`config.mk`:
```
export PLATFORM = sky130hd
export DESIGN_NAME = pin_irq_unit
export DESIGN_NICKNAME = d
export VERILOG_FILES = /design/src/rtl/pin_irq_pkg.sv /design/src/rtl/pin_irq_enreg.sv /design/src/rtl/pin_irq_regs.sv /design/src/rtl/pin_irq_edge.sv /design/src/rtl/pin_irq_chan.sv /design/src/rtl/pin_irq_unit.sv
export SDC_FILE = /design/constraint.sdc
export NUM_CORES = 1
export LEC_CHECK = 0
export BUFFER_PORTS_ARGS = -buffer_cell sky130_fd_sc_hd__buf_2
export CORE_MARGIN = 2
export CORE_UTILIZATION = 52
export DETAILED_ROUTE_END_ITERATION = 6
export PLACE_DENSITY = 0.8
export SETUP_SLACK_MARGIN = 0.02
export SLEW_MARGIN = 15
export SYNTH_ARGS = -nofsm -noshare
export SYNTH_HDL_FRONTEND = slang
export SYNTH_SLANG_ARGS = --single-unit
export TNS_END_PERCENT = 20
```
`constraint.sdc`:
```
create_clock -name clk -period 1.45 [get_ports clk]
set_clock_uncertainty 0.05 [all_clocks]
set_input_delay 0.145 -clock clk [delete_from_list [all_inputs] [get_ports clk]]
set_output_delay 0.145 -clock clk [all_outputs]
set_load 0.02 [all_outputs]
```
`src/rtl/pin_irq_pkg.sv`:
```
package pin_irq_pkg;

    localparam int ADDR_W = 4;

    typedef enum logic [ADDR_W-1:0] {
        A_MODE    = 4'd0,
        A_ENR     = 4'd1,
        A_ENR_SET = 4'd2,
        A_ENR_CLR = 4'd3,
        A_ENF     = 4'd4,
        A_ENF_SET = 4'd5,
        A_ENF_CLR = 4'd6,
        A_RISE    = 4'd7,
        A_FALL    = 4'd8,
        A_STAT    = 4'd9
    } reg_addr_e;

    // One strobe per register action; at most one is high in a cycle.
    typedef struct packed {
        logic mode_ld;
        logic enr_ld;
        logic enr_set;
        logic enr_clr;
        logic enf_ld;
        logic enf_set;
        logic enf_clr;
        logic rise_clr;
        logic fall_clr;
        logic stat_wr;
    } wr_dec_t;

    function automatic wr_dec_t decode_wr(input logic we, input logic [ADDR_W-1:0] addr);
        wr_dec_t d;
        d = '0;
        if (we) begin
            case (addr)
                A_MODE:    d.mode_ld  = 1'b1;
                A_ENR:     d.enr_ld   = 1'b1;
                A_ENR_SET: d.enr_set  = 1'b1;
                A_ENR_CLR: d.enr_clr  = 1'b1;
                A_ENF:     d.enf_ld   = 1'b1;
                A_ENF_SET: d.enf_set  = 1'b1;
                A_ENF_CLR: d.enf_clr  = 1'b1;
                A_RISE:    d.rise_clr = 1'b1;
                A_FALL:    d.fall_clr = 1'b1;
                A_STAT:    d.stat_wr  = 1'b1;
                default:   d = '0;
            endcase
        end
        return d;
    endfunction

endpackage

```
`src/rtl/pin_irq_enreg.sv`:
```
module pin_irq_enreg #(
    parameter int W = 8
) (
    input  logic         clk,
    input  logic         rst,
    input  logic         load,
    input  logic         set,
    input  logic         clr,
    input  logic [W-1:0] wdata,
    input  logic [W-1:0] tog,
    output logic [W-1:0] q
);

    always_ff @(posedge clk) begin
        if (rst)        q <= '0;
        else if (load)  q <= wdata;
        else if (set)   q <= q | wdata;
        else if (clr)   q <= q & ~wdata;
        else            q <= q ^ tog;
    end

    // set only adds bits, clear only removes them
    p_set_adds_r3: assert property (@(posedge clk) disable iff (rst)
        set |=> ((q & $past(wdata)) == $past(wdata)) && ((q & ~$past(wdata)) == ($past(q) & ~$past(wdata))));
    p_clr_removes_r3: assert property (@(posedge clk) disable iff (rst)
        clr |=> ((q & $past(wdata)) == '0) && ((q & ~$past(wdata)) == ($past(q) & ~$past(wdata))));

endmodule

```
`src/rtl/pin_irq_regs.sv`:
```
module pin_irq_regs import pin_irq_pkg::*; #(
    parameter int NUM_CH = 8
) (
    input  logic              clk,
    input  logic              rst,
    input  wr_dec_t           dec,
    input  logic [NUM_CH-1:0] wdata,
    output logic [NUM_CH-1:0] mode_q,
    output logic [NUM_CH-1:0] enr_q,
    output logic [NUM_CH-1:0] enf_q
);

    logic [NUM_CH-1:0] enf_tog;
    logic [NUM_CH-1:0] no_tog;

    assign no_tog  = '0;
    // status writes invert the active level of level channels only
    assign enf_tog = dec.stat_wr ? (wdata & mode_q) : '0;

    always_ff @(posedge clk) begin
        if (rst)              mode_q <= '0;
        else if (dec.mode_ld) mode_q <= wdata;
    end

    pin_irq_enreg #(.W(NUM_CH)) u_enr (
        .clk(clk), .rst(rst),
        .load(dec.enr_ld), .set(dec.enr_set), .clr(dec.enr_clr),
        .wdata(wdata), .tog(no_tog), .q(enr_q)
    );

    pin_irq_enreg #(.W(NUM_CH)) u_enf (
        .clk(clk), .rst(rst),
        .load(dec.enf_ld), .set(dec.enf_set), .clr(dec.enf_clr),
        .wdata(wdata), .tog(enf_tog), .q(enf_q)
    );

    // a status write flips exactly the level-channel bits written with 1
    p_level_toggle_r7: assert property (@(posedge clk) disable iff (rst)
        dec.stat_wr |=> ((enf_q ^ $past(enf_q)) == ($past(wdata) & $past(mode_q))));

endmodule

```
`src/rtl/pin_irq_edge.sv`:
```
module pin_irq_edge #(
    parameter int NUM_CH = 8
) (
    input  logic              clk,
    input  logic              rst,
    input  logic [NUM_CH-1:0] pins_i,
    input  logic [NUM_CH-1:0] rise_clr,
    input  logic [NUM_CH-1:0] fall_clr,
    output logic [NUM_CH-1:0] rise_pls,
    output logic [NUM_CH-1:0] fall_pls,
    output logic [NUM_CH-1:0] rise_q,
    output logic [NUM_CH-1:0] fall_q
);

    logic [NUM_CH-1:0] prev_q;

    assign rise_pls = pins_i & ~prev_q;
    assign fall_pls = ~pins_i & prev_q;

    // during reset the previous sample tracks the lines, so no edge is seen on release
    always_ff @(posedge clk) begin
        prev_q <= pins_i;
        if (rst) begin
            rise_q <= '0;
            fall_q <= '0;
        end else begin
            rise_q <= (rise_q & ~rise_clr) | rise_pls;
            fall_q <= (fall_q & ~fall_clr) | fall_pls;
        end
    end

    // every observed transition is recorded one clock later
    p_rise_seen_r4: assert property (@(posedge clk) disable iff (rst)
        !$past(rst) |-> (($past(pins_i & ~prev_q) & ~rise_q) == '0));
    p_fall_seen_r4: assert property (@(posedge clk) disable iff (rst)
        !$past(rst) |-> (($past(~pins_i & prev_q) & ~fall_q) == '0));
    // a record bit only drops when cleared
    p_rise_sticky_r4: assert property (@(posedge clk) disable iff (rst)
        (|(rise_q & ~rise_clr)) |=> (($past(rise_q & ~rise_clr) & ~rise_q) == '0));

endmodule

```
`src/rtl/pin_irq_chan.sv`:
```
module pin_irq_chan #(
    parameter int NUM_CH = 8
) (
    input  logic              clk,
    input  logic              rst,
    input  logic [NUM_CH-1:0] pins_i,
    input  logic [NUM_CH-1:0] mode_q,
    input  logic [NUM_CH-1:0] enr_q,
    input  logic [NUM_CH-1:0] enf_q,
    input  logic [NUM_CH-1:0] rise_pls,
    input  logic [NUM_CH-1:0] fall_pls,
    input  logic [NUM_CH-1:0] stat_clr,
    output logic [NUM_CH-1:0] status
);

    for (genvar i = 0; i < NUM_CH; i++) begin : g_ch
        logic pend_q;
        logic hit;
        logic lvl_active;

        assign hit        = (rise_pls[i] & enr_q[i]) | (fall_pls[i] & enf_q[i]);
        assign lvl_active = enr_q[i] & (pins_i[i] == enf_q[i]);

        always_ff @(posedge clk) begin
            if (rst || mode_q[i]) pend_q <= 1'b0;
            else                  pend_q <= (pend_q & ~stat_clr[i]) | hit;
        end

        assign status[i] = mode_q[i] ? lvl_active : pend_q;

        // a pending edge holds until acknowledged
        p_edge_hold_r5: assert property (@(posedge clk) disable iff (rst)
            (!mode_q[i] && pend_q && !stat_clr[i]) |=> pend_q);
        // level mode discards the edge flag
        p_mode_flush_r9: assert property (@(posedge clk) disable iff (rst)
            mode_q[i] |=> !pend_q);
        // a disabled level channel never requests
        p_level_gate_r6: assert property (@(posedge clk) disable iff (rst)
            (mode_q[i] && !enr_q[i]) |-> !status[i]);
    end

endmodule

```
`src/rtl/pin_irq_unit.sv`:
```
module pin_irq_unit import pin_irq_pkg::*; #(
    parameter int NUM_CH = 8
) (
    input  logic              clk,
    input  logic              rst,
    input  logic [NUM_CH-1:0] pins_i,
    input  logic              reg_we,
    input  logic [ADDR_W-1:0] reg_addr,
    input  logic [NUM_CH-1:0] reg_wdata,
    output logic [NUM_CH-1:0] reg_rdata,
    output logic [NUM_CH-1:0] irq_o
);

    wr_dec_t           dec;
    logic [NUM_CH-1:0] mode_q, enr_q, enf_q;
    logic [NUM_CH-1:0] rise_pls, fall_pls, rise_q, fall_q;
    logic [NUM_CH-1:0] rise_clr, fall_clr, stat_clr;
    logic [NUM_CH-1:0] status;

    assign dec      = decode_wr(reg_we, reg_addr);
    assign rise_clr = dec.rise_clr ? reg_wdata : '0;
    assign fall_clr = dec.fall_clr ? reg_wdata : '0;
    assign stat_clr = dec.stat_wr  ? reg_wdata : '0;

    pin_irq_regs #(.NUM_CH(NUM_CH)) u_regs (
        .clk(clk), .rst(rst), .dec(dec), .wdata(reg_wdata),
        .mode_q(mode_q), .enr_q(enr_q), .enf_q(enf_q)
    );

    pin_irq_edge #(.NUM_CH(NUM_CH)) u_edge (
        .clk(clk), .rst(rst), .pins_i(pins_i),
        .rise_clr(rise_clr), .fall_clr(fall_clr),
        .rise_pls(rise_pls), .fall_pls(fall_pls),
        .rise_q(rise_q), .fall_q(fall_q)
    );

    pin_irq_chan #(.NUM_CH(NUM_CH)) u_chan (
        .clk(clk), .rst(rst), .pins_i(pins_i),
        .mode_q(mode_q), .enr_q(enr_q), .enf_q(enf_q),
        .rise_pls(rise_pls), .fall_pls(fall_pls),
        .stat_clr(stat_clr), .status(status)
    );

    always_comb begin
        case (reg_addr)
            A_MODE:                        reg_rdata = mode_q;
            A_ENR, A_ENR_SET, A_ENR_CLR:   reg_rdata = enr_q;
            A_ENF, A_ENF_SET, A_ENF_CLR:   reg_rdata = enf_q;
            A_RISE:                        reg_rdata = rise_q;
            A_FALL:                        reg_rdata = fall_q;
            A_STAT:                        reg_rdata = status;
            default:                       reg_rdata = '0;
        endcase
    end

    assign irq_o = status;

    // the request seen on irq_o is what software reads as status
    p_irq_is_status_r8: assert property (@(posedge clk) disable iff (rst)
        (reg_addr == A_STAT) |-> (reg_rdata == irq_o));
    // unmapped addresses read as zero
    p_unmapped_zero_r10: assert property (@(posedge clk) disable iff (rst)
        (reg_addr > A_STAT) |-> (reg_rdata == '0));

endmodule

```
; ---- Word-level counts from Yosys, hierarchy flattened
; Cells that the tools add are included.
[totals]
regBits = 56
latchBits = 0
mem_bits_rw = 0
rom_bits = 0
input_bits = 23
out_inout_bits = 16
memories = 0
[op_classes]
addsub = 0
mul = 0
n_div = 0
n_lt_le_gt_ge = 0
n_eq_ne = 17
n_shift = 0
mux = 30
n_bitwise = 73
reduce_logical = 12
[ops]
columns = cell, count
row1 = $mux 8, 10
row2 = $and 8x8->8, 7
row3 = $pmux 8 s6, 1
row4 = $not 8->8, 5
row5 = $and 1x1->1, 32
row6 = $or 8x8->8, 4
row7 = $mux 1, 18
row8 = $eq 4x3->1 const B, 4
row9 = $or 1x1->1, 16
row10 = $mux 10, 1
row11 = $eq 1x1->1, 8
row12 = $eq 4x2->1 const B, 2
row13 = $eq 4x4->1 const B, 2
row14 = $logic_or 1x1->1, 8
row15 = $not 1->1, 8
row16 = $xor 8x8->8, 1
row17 = $reduce_or 3->1, 2
row18 = $eq 4x1->1 const B, 1
row19 = $logic_not 4->1, 1
row20 = $reduce_bool 3->1, 1

; ---- Logic depth before layout (Yosys ltp)
; Gate-level depths: netlist of the first run.
[logic_depth]
depth_word = 8
ltp_mapped = 7
depth_no_buf = 4

; ---- Modules after synthesis
; From an unflattened synthesis of the first run, not the netlist that was laid out.
[unflattened]
cells_unflattened = 470
area_unflattened_um2 = 3951.3
[modules_own_cells]
columns = module, instances, cells_each, area_per_inst_um2, seq_area_each_um2
row1 = pin_irq_enreg, 2, 77, 595.6, 160.2
row2 = pin_irq_unit, 1, 143, 954.7, 0.0
row3 = pin_irq_edge, 1, 73, 864.6, 480.5
row4 = pin_irq_chan, 1, 65, 601.8, 160.2
row5 = pin_irq_regs, 1, 35, 339.1, 160.2

; ---- Worst setup path after synthesis of the first run
; No wires, ideal clock.
[synth_path]
path_kind = input to register
from = input port reg_addr[1]
to = register u_regs.u_enf.q[3]
setup_time_ps = 86
arrival_time_ps = 1305
t_required_ps = 1314
setup_slack_ps = 8
stages = 7
cell_sequence = buf_2 -> and4bb_1 -> buf_4 -> buf_6 -> nand3_1 -> a31o_1 -> a221oi_2
[synth_between]
elab_chain_cells = 8
elab_cells_between_ends = 14
classes_between = eq/ne (4) / mux (9) / bitwise (1)
[synth_lines]
columns = element, line_no
row1 = "start, declared", pin_irq_unit.sv:8  ; input logic [ADDR_W-1:0] reg_addr,
row2 = $eq 4x4->1, pin_irq_pkg.sv:36  ; case (addr)
row3 = $mux 1, pin_irq_pkg.sv:36
row4 = $mux 10 *, pin_irq_pkg.sv:35  ; if (we) begin
row5 = $mux 8, pin_irq_regs.sv:18  ; assign enf_tog = dec.stat_wr ? (wdata & mode_q) : '0;
row6 = $xor 8x8->8, pin_irq_enreg.sv:19  ; else q <= q ^ tog;
row7 = $mux 8, pin_irq_enreg.sv:18  ; else if (clr) q <= q & ~wdata;
row8 = $mux 8, pin_irq_enreg.sv:17  ; else if (set) q <= q | wdata;
row9 = $mux 8 *, pin_irq_enreg.sv:16  ; else if (load) q <= wdata;
row10 = "end signal, assigned", pin_irq_enreg.sv:16
row11 = "end signal, assigned", pin_irq_enreg.sv:17
row12 = "end signal, assigned", pin_irq_enreg.sv:18
row13 = "end, declared", pin_irq_enreg.sv:11  ; output logic [W-1:0] q
; Mark *: on every way between the ends. The rest lies on a longest branch, timed or not.
; A chain may end at the register's enable or synchronous reset.

; ---- Worst setup path after layout of the first run
[layout_path]
from = register u_regs.mode_q[6]
to = output port reg_rdata[6]
[layout_between]
elab_chain_cells = 2
[layout_lines]
columns = element, line_no
row1 = "start, declared", pin_irq_regs.sv:8  ; output logic [NUM_CH-1:0] mode_q,
row2 = "start signal, assigned", pin_irq_regs.sv:22  ; else if (dec.mode_ld) mode_q <= wdata;
row3 = $mux 1, pin_irq_chan.sv:29  ; assign status[i] = mode_q[i] ? lvl_active : pend_q;
row4 = $pmux 8 s6 *, pin_irq_unit.sv:45  ; case (reg_addr)
row5 = "end, declared", pin_irq_unit.sv:10  ; output logic [NUM_CH-1:0] reg_rdata,
; Marked as above.

==> out/summary.txt, run 1 <==
Total Wirelength: 9430 um
global-route wire length before repair: 14800 um
worst skew pair latency: 0.32 ns
Power Dens Cells: 790 nW/um^2
Final Hold Vio Count: 0
Max IR drop VDD: 0.523 mV
Avg WL per Cell: 17.7 um
initial drt markers: 199
Yosys warnings: 0
ANT nets after route: 0
synth top area cells: dfxtp_1 (37%), a21oi_1 (5.9%), inv_1 (4.1%)
Yosys reg bits: 56
Top-Level Pins: 39
Syn Area/Cell: 8.02 um^2
Fmax: 0.618 GHz
Crit Path Category: flop to primary output
most frequent cell after synthesis: dfxtp_1
area leader, netlist: dfxtp_1
Hold Crit Class: input port to flop
Power, Total: 3.17 mW
crit path capture type: primary output
pin count of the biggest net entering global routing: 21
Synth async-reset ratio: 0
Final period util: 1.12
final count of pins violating max slew: 0
Post-Syn Nets: 403
Final Wtd Congestion: 0.852
Nets: 484
Arr. time, crit path: 1.42 ns
Non-Filler Cell Area, Final: 4010 um^2
largest fanout on the critical path: 7
hold depth: 3
H-tree depth: 2
Setup crit start kind: flop
dpl cell area: 3590 um^2
Seq/Total Area, Yosys: 0.368
R2R cell count: 5
die width: 80.6 um
area growth from synthesis to layout: 31.4%
Pleak: 1.69 nW
Max Root-Sink Buffers: 2
cts bufs inserted: 5
share of cells above drive strength 1: 0.304
die area: 6490 um^2
Die Ht: 80.6 um
hpwl dp: 6230 um
TritonRoute pass-1 iters: 5
outcome: finished, violations left
Hold Slack: 0.0568 ns
RSZ-0062 raised after global routing: yes
CTS tree: built
PortBufs: 38
clock tree sinks: 56
Synth Flop Type: dfxtp_1
row cnt: 27
failing checks: negative setup slack
mapped cell area: 3050 um^2
post-route setup slack: -0.169 ns
Post-synth EDFFs: 0
vias in the first global route: 3164
root buf cell: clkbuf_8
Least-Margin Pin Slew: 0.459 ns
Worst-path clk slew: 0.10 ns
Total GRT Usage: 0.294
Yosys top cell area share: 0.368
Initial Util: 0.547
initial antenna violation count: 0
setup-violating endpoint count in the final report: 8
Crit path required time: 1.25 ns
fin crit period: 1.62 ns
GR Overflow Total: 0
Synth top cells by count: dfxtp_1 (56), a21oi_1 (36), inv_1 (33)
Slew HR: 0.691
cell count after synthesis: 380
via count: 3247
post-synth cell types: 44
diode count: 0
DRC violations left: 0
number of max-cap violations: 0
DR vias/cell: 6.09
core box area: 5570 um^2
==> stage by stage <==
step           setup slack, ns  cells  utilization  TNS (ns)
2_1_floorplan          0.00848    380            -         0
3_3_place_gp          -0.00398    510        0.644  -0.00901
3_5_place_dp            -0.106    510        0.644    -0.423
4_1_cts                 -0.134    532        0.699    -0.990
5_1_grt                 -0.239    533        0.719     -1.64
6_report                -0.169    533        0.719     -1.10
==> cells by family (layout without fill, tap and decap cells) <==
kind of cell / after synthesis / count (layout) / share of synthesized area
AOI/OAI and AO/OA: 129 / 129 / 0.288
xor gates and xnor gates: 9 / 9 / 0.0259
buffers and inverters: 56 / 137 / 0.0780
DFF: 56 / 56 / 0.368
muxes: 12 / 12 / 0.0411
and+or+nand+nor: 118 / 118 / 0.200
==> worst max-delay path, stage by stage (launching register included) <==
cell and delay [ns]:
dfxtp_2 0.36, nor3b_2 0.16, a21oi_1 0.14, nor3_1 0.06, a211o_1 0.23, buf_4 0.16
==> timing repair <==
action,CTS,global route
gates resized for setup,40,28
buffers inserted,7,1
endpoints found under the setup margin,13,14
endpoints found under the hold margin,8,0
pin swaps,8,2
hold buffers,8,0
==> final cells by class <==
cell class | instances | area (um^2)
Multi-Input combinational cell | 268 | 1800
Fill cell | 437 | 1570
Sequential cell | 56 | 1160
Timing Repair Buffer | 97 | 753
Inverter | 33 | 124
Tap cell | 72 | 90.1
Clock buffer | 6 | 72.6
Clock inverter | 1 | 5.00
==> where the power goes <==
group	switching, mW	internal (mW)	total (mW)	leakage, nW
logic	0.359	0.310	0.668	1.18
registers	0.0632	1.61	1.68	0.470
clock network	0.492	0.330	0.822	0.0410
total	0.914	2.25	3.17	1.69
==> metal layers <==
metal | track usage | part of all wire | up-vias | wire length, um
li1 | - | - | 1531 | -
met1 | 0.362 | 0.44 | 1567 | 4110
met2 | 0.501 | 0.49 | 119 | 4590
met3 | 0.0584 | 0.049 | 30 | 464
met4 | 0.120 | 0.027 | 0 | 256
met5 | 0 | 0 | - | 0
==> worst paths after layout <==
check	from	end	slack, ns
setup / recovery	u_regs.mode_q[6]$_SDFFE_PP0P_	reg_rdata[6]	-0.17
setup reg to reg	u_regs.mode_q[1]$_SDFFE_PP0P_	u_regs.u_enf.q[1]$_SDFF_PP0_	0.10
hold / removal	pins_i[1]	u_edge.rise_q[1]$_SDFF_PP0_	0.06
hold reg to reg	u_regs.mode_q[7]$_SDFFE_PP0P_	u_chan.g_ch[7].pend_q$_SDFF_PP0_	0.42
==> cells in the final DEF (no fill, tap or decap), types with 9 or more instances in the layout <==
cell / instances
a21oi_1: 36
nand3_1: 17
dfxtp_4: 9
and3_1: 13
o21ai_1: 20
nand2b_1: 12
buf_2: 27
inv_1: 33
dfxtp_1: 39
nor3_1: 11
nand2_1: 32
buf_4: 52
nor2_1: 13
a31o_1: 12
Note: power is estimated with default switching activity, not from simulation.
==> inputs of run 2 (changes only) <==
CORE_MARGIN = unset   (was 2)
CORE_UTILIZATION = 55   (was 52)
clock period = 1.5 ns   (was 1.45 ns; I/O delays follow)
==> out/summary.txt, run 2 (synthesis gave the netlist of run 1 again) <==
Crit path required time: 1.30 ns
failing checks: negative setup slack
number of max-cap violations: 0
worst skew pair latency: 0.31 ns
Fmax: 0.612 GHz
Final Instance Count excl. Fillers: 531
Total GRT Usage: 0.306
cts bufs inserted: 5
crit path capture type: primary output
area growth from synthesis to layout: 28.2%
global-route wire length before repair: 14500 um
crit path buf inv count: 1
core box area: 5240 um^2
TritonRoute pass-1 iters: 5
root buf cell: clkbuf_8
largest fanout on the critical path: 7
pin count of the biggest net entering global routing: 16
Power, Total: 3.08 mW
Crit Path Category: flop to primary output
Die Ht: 76.4 um
Non-Filler Cell Area, Final: 3910 um^2
Hold Crit Class: input port to flop
via count: 3235
clock tree sinks: 56
vias in the first global route: 3149
Least-Margin Pin Slew: 0.451 ns
Max IR drop VDD: 0.483 mV
Setup crit start kind: flop
hpwl dp: 6150 um
initial drt markers: 184
Worst-path clk slew: 0.10 ns
Initial Util: 0.582
RSZ-0062 raised after global routing: yes
outcome: finished, violations left
initial antenna violation count: 0
row cnt: 26
die width: 76.4 um
CP max stage cell: dfxtp_2
final count of pins violating max slew: 0
Pleak: 1.66 nW
crit-path leading delay family: flip-flops
Max Root-Sink Buffers: 2
commonest non-fill, non-tap cell in the layout: buf_4
Arr. time, crit path: 1.43 ns
Power Dens Cells: 787 nW/um^2
Final period util: 1.09
fin crit period: 1.63 ns
Final Hold Vio Count: 0
ANT nets after route: 0
Avg WL per Cell: 16.3 um
Hold Slack: 0.0666 ns
setup TNS: -0.688 ns
diode count: 0
# placed instances: 507
Critical Path Max Stage Delay: 0.36 ns
most frequent cells in the layout: buf_4 (54), dfxtp_1 (38), a21oi_1 (36)
DRC violations left: 0
Nets: 483
die area: 5840 um^2
post-route setup slack: -0.135 ns
setup-violating endpoint count in the final report: 8
Final Wtd Congestion: 0.889
share of cells above drive strength 1: 0.282
DR vias/cell: 6.09
CTS tree: built
Final Util: 0.746
Total Wirelength: 8680 um
Top-Level Pins: 39
dpl cell area: 3540 um^2
PortBufs: 38
H-tree depth: 2
GR Overflow Total: 0
Cell Chain, Critical Path: mux2_1 -> a22oi_1 -> o211ai_1 -> buf_2
pre-CTS worst setup slack: -0.0549 ns
Slew HR: 0.700
==> run 2: changes by cell type in the layout (fill, tap and decap cells not counted), moves of 3 or more <==
cell     delta
o21ai_2     -3
dfxtp_2     +3
buf_12      -3
o21ai_1     +3
==> run 2: per-layer routing <==
metal  up-vias  wire, um  GRT usage
met2       128      4210      0.515
met1      1547      3730      0.373
met5         -         0          0
met3        25       519     0.0575
li1       1535         -          -
met4         0       215      0.146
==> run 2: area by class of cell <==
type | count | area (um^2)
timing repair buffer | 96 | 696
clock buffer | 8 | 90.1
fill | 390 | 1330
inverter | 33 | 124
sequential | 56 | 1160
tap | 70 | 87.6
multi-input combinational | 268 | 1750
==> run 2: power by group <==
part,total (mW),switching [mW],internal (mW),leakage (nW)
Clock,0.857,0.479,0.378,0.0455
Combinational,0.596,0.321,0.275,1.14
Sequential,1.62,0.0639,1.56,0.470
Total,3.08,0.864,2.21,1.66
==> run 2: final timing paths <==
path                                  from                               end  slack (ns)  cells past startpoint
min reg2reg  u_regs.mode_q[7]$_SDFFE_PP0P_  u_chan.g_ch[7].pend_q$_SDFF_PP0_        0.40                      1
max reg2reg  u_regs.mode_q[2]$_SDFFE_PP0P_      u_regs.u_enf.q[2]$_SDFF_PP0_        0.23                      5
min                              pins_i[1]       u_edge.rise_q[1]$_SDFF_PP0_        0.07                      3
max          u_regs.mode_q[1]$_SDFFE_PP0P_                      reg_rdata[1]       -0.13                      4
==> run 2: worst min-delay path, stage by stage <==
cell and delay (ns):
buf_2 0.13, nand2_1 0.06, a21oi_1 0.05
==> run 2: repair_timing <==
item                                    in CTS  in global routing
endpoints found under the setup margin      11                 11
cloned                                       0                  0
buffers inserted                             5                  3
endpoints found under the hold margin        8                  0
gates resized for setup                     35                 18
pin swaps                                    8                  8
hold buffers                                 8                  0
==> inputs of run 3 (changes only) <==
clock period = 1.9 ns   (was 1.5 ns; I/O delays follow)
==> out/summary.txt, run 3 (synthesis gave the netlist of run 1 again) <==
Avg WL per Cell: 16.6 um
combinational power share: 0.167
Final Hold Vio Count: 0
CP Depth: 7
clock tree sinks: 56
pre-CTS worst setup slack: 0.208 ns
Least-Margin Pin Slew: 0.510 ns
Top-Level Pins: 39
Total Wirelength: 8270 um
largest fanout on the critical path: 4
Non-Filler Cell Area, Final: 3570 um^2
row cnt: 26
Final period util: 0.974
Clock Power Share: 0.314
hpwl dp: 5590 um
core box area: 5240 um^2
Nets: 451
ANT nets after route: 0
most frequent CP cell: buf_4
via count: 3077
most frequent cells in the layout: dfxtp_1 (56), a21oi_1 (36), buf_2 (35)
CTS tree: built
Cell Chain, Critical Path: dlygate4sd3_1 -> buf_4 -> xnor2_1 -> nand3_1 -> o21ai_1 -> a211o_1 -> buf_4
hold depth: 3
DRC violations left: 0
Critical Path Max Stage Delay: 0.54 ns
Total GRT Usage: 0.290
worst r2r src: u_regs.mode_q[7]$_SDFFE_PP0P_
vias in the first global route: 2857
Final Util: 0.681
initial antenna violation count: 0
dpl cell area: 3360 um^2
Power Dens Cells: 694 nW/um^2
number of filler cells placed in the layout: 448
commonest non-fill, non-tap cell in the layout: dfxtp_1
area growth from synthesis to layout: 17.0%
crit path buf inv count: 3
TritonRoute pass-1 iters: 5
share of cells above drive strength 1: 0.166
initial drt markers: 310
outcome: finished, final reports clean
Fmax: 0.540 GHz
Final Wtd Congestion: 0.845
Multi-input gate area: 1700 um^2
crit-path leading delay family: buffers and inverters
crit path capture type: primary output
R2R cell count: 3
Hold Crit Class: input port to flop
FF+latch area: 1120 um^2
Max IR drop VDD: 0.461 mV
final count of pins violating max slew: 0
Sw Pwr: 0.674 mW
worst skew pair latency: 0.32 ns
number of max-cap violations: 0
Worst-path clk slew: 0.10 ns
cts bufs inserted: 5
H-tree depth: 2
PortBufs: 38
Slew HR: 0.658
pin count of the biggest net entering global routing: 35
worst r2r dst: u_regs.u_enf.q[7]$_SDFF_PP0_
GR Overflow Total: 0
DR vias/cell: 6.17
Die Ht: 76.4 um
Arr. time, crit path: 1.61 ns
Max Root-Sink Buffers: 2
die area: 5840 um^2
root buf cell: clkbuf_8
Crit path required time: 1.66 ns
CP max stage cell: dlygate4sd3_1
die width: 76.4 um
diode count: 0
Flop pwr share: 0.519
RSZ-0062 raised after global routing: yes
fin crit period: 1.85 ns
Crit Path Category: input port to primary output
setup-violating endpoint count in the final report: 0
Setup crit start kind: input port
Pleak: 1.49 nW
switching share of total power: 0.272
R2R setup slack: 0.67 ns
post-route setup slack: 0.0499 ns
Initial Util: 0.582
worst min-delay path startpoint: reg_wdata[7]
Internal: 1.80 mW
global-route wire length before repair: 13500 um
-- run 3: changes by cell type in the layout (fill, tap and decap cells not counted), moves of 3 or more --
cell     previous run  this run
buf_4              54        20
dfxtp_4             7         0
dfxtp_2            11         0
dfxtp_1            38        56
a22oi_1             1         4
buf_6               4         0
buf_2              29        35
a22oi_2             3         0
-- run 3: metal layers --
| layer | vias to the layer above | track usage | part of all wire |
|---|---|---|---|
| met1 | 1433 | 0.376 | 0.42 |
| met2 | 166 | 0.486 | 0.47 |
| li1 | 1463 | - | - |
| met3 | 15 | 0.0527 | 0.091 |
| met4 | 0 | 0.0923 | 0.016 |
| met5 | - | 0 | 0 |
-- run 3: what timing repair did --
item,4_1_cts,5_1_grt
endpoints found under the hold margin,8,0
hold buffers,8,0
setup buffers,0,0
gates resized for setup,0,8
endpoints found under the setup margin,0,7
-- run 3: worst max path at each step --
stage	from	slack (ns)	endpoint
3_5_place_dp	reg_addr[3]	0.21	u_regs.u_enf.q[1]$_SDFF_PP0_
2_1_floorplan	reg_addr[0]	0.41	reg_rdata[0]
4_1_cts	pins_i[5]	0.03	reg_rdata[5]
5_1_grt	pins_i[6]	-0.01	reg_rdata[6]
6_report	pins_i[6]	0.05	reg_rdata[6]
3_3_place_gp	reg_addr[3]	0.24	u_regs.u_enf.q[7]$_SDFF_PP0_
-- run 3: area by class of cell --
class / instances / area share
Clock buffer: 6 / 0.0203
Sequential cell: 56 / 0.314
Clock inverter: 2 / 0.00982
Timing Repair Buffer: 64 / 0.119
Inverter: 33 / 0.0347
Multi-Input combinational cell: 268 / 0.477
Tap cell: 70 / 0.0246
-- run 3: worst min-delay path: stages --
cell and delay [ns]:
buf_2 0.15, nand2_1 0.06, a21oi_1 0.05
-- run 3: power groups by stage --
stage                     logic, mW  registers [mW]  clock network [mW]
final                         0.413            1.29               0.778
after global routing          0.449            1.29               0.834
after CTS                     0.402            1.28               0.788
after detailed placement      0.387            1.31                   0
after global placement        0.379            1.31                   0
after floorplan               0.263            1.30                   0
-- run 3: metrics by stage --
stage / hold slack (ns) / power [mW] / std cells / TNS, ns
finish: 0.127 / 2.48 / 499 / 0
global route: 0.134 / 2.58 / 499 / -0.0131
CTS: 0.120 / 2.47 / 499 / 0
detailed placement: 0.298 / 1.70 / 483 / 0
global placement: 0.291 / 1.69 / 483 / 0
floorplan: 0.168 / 1.56 / 380 / 0
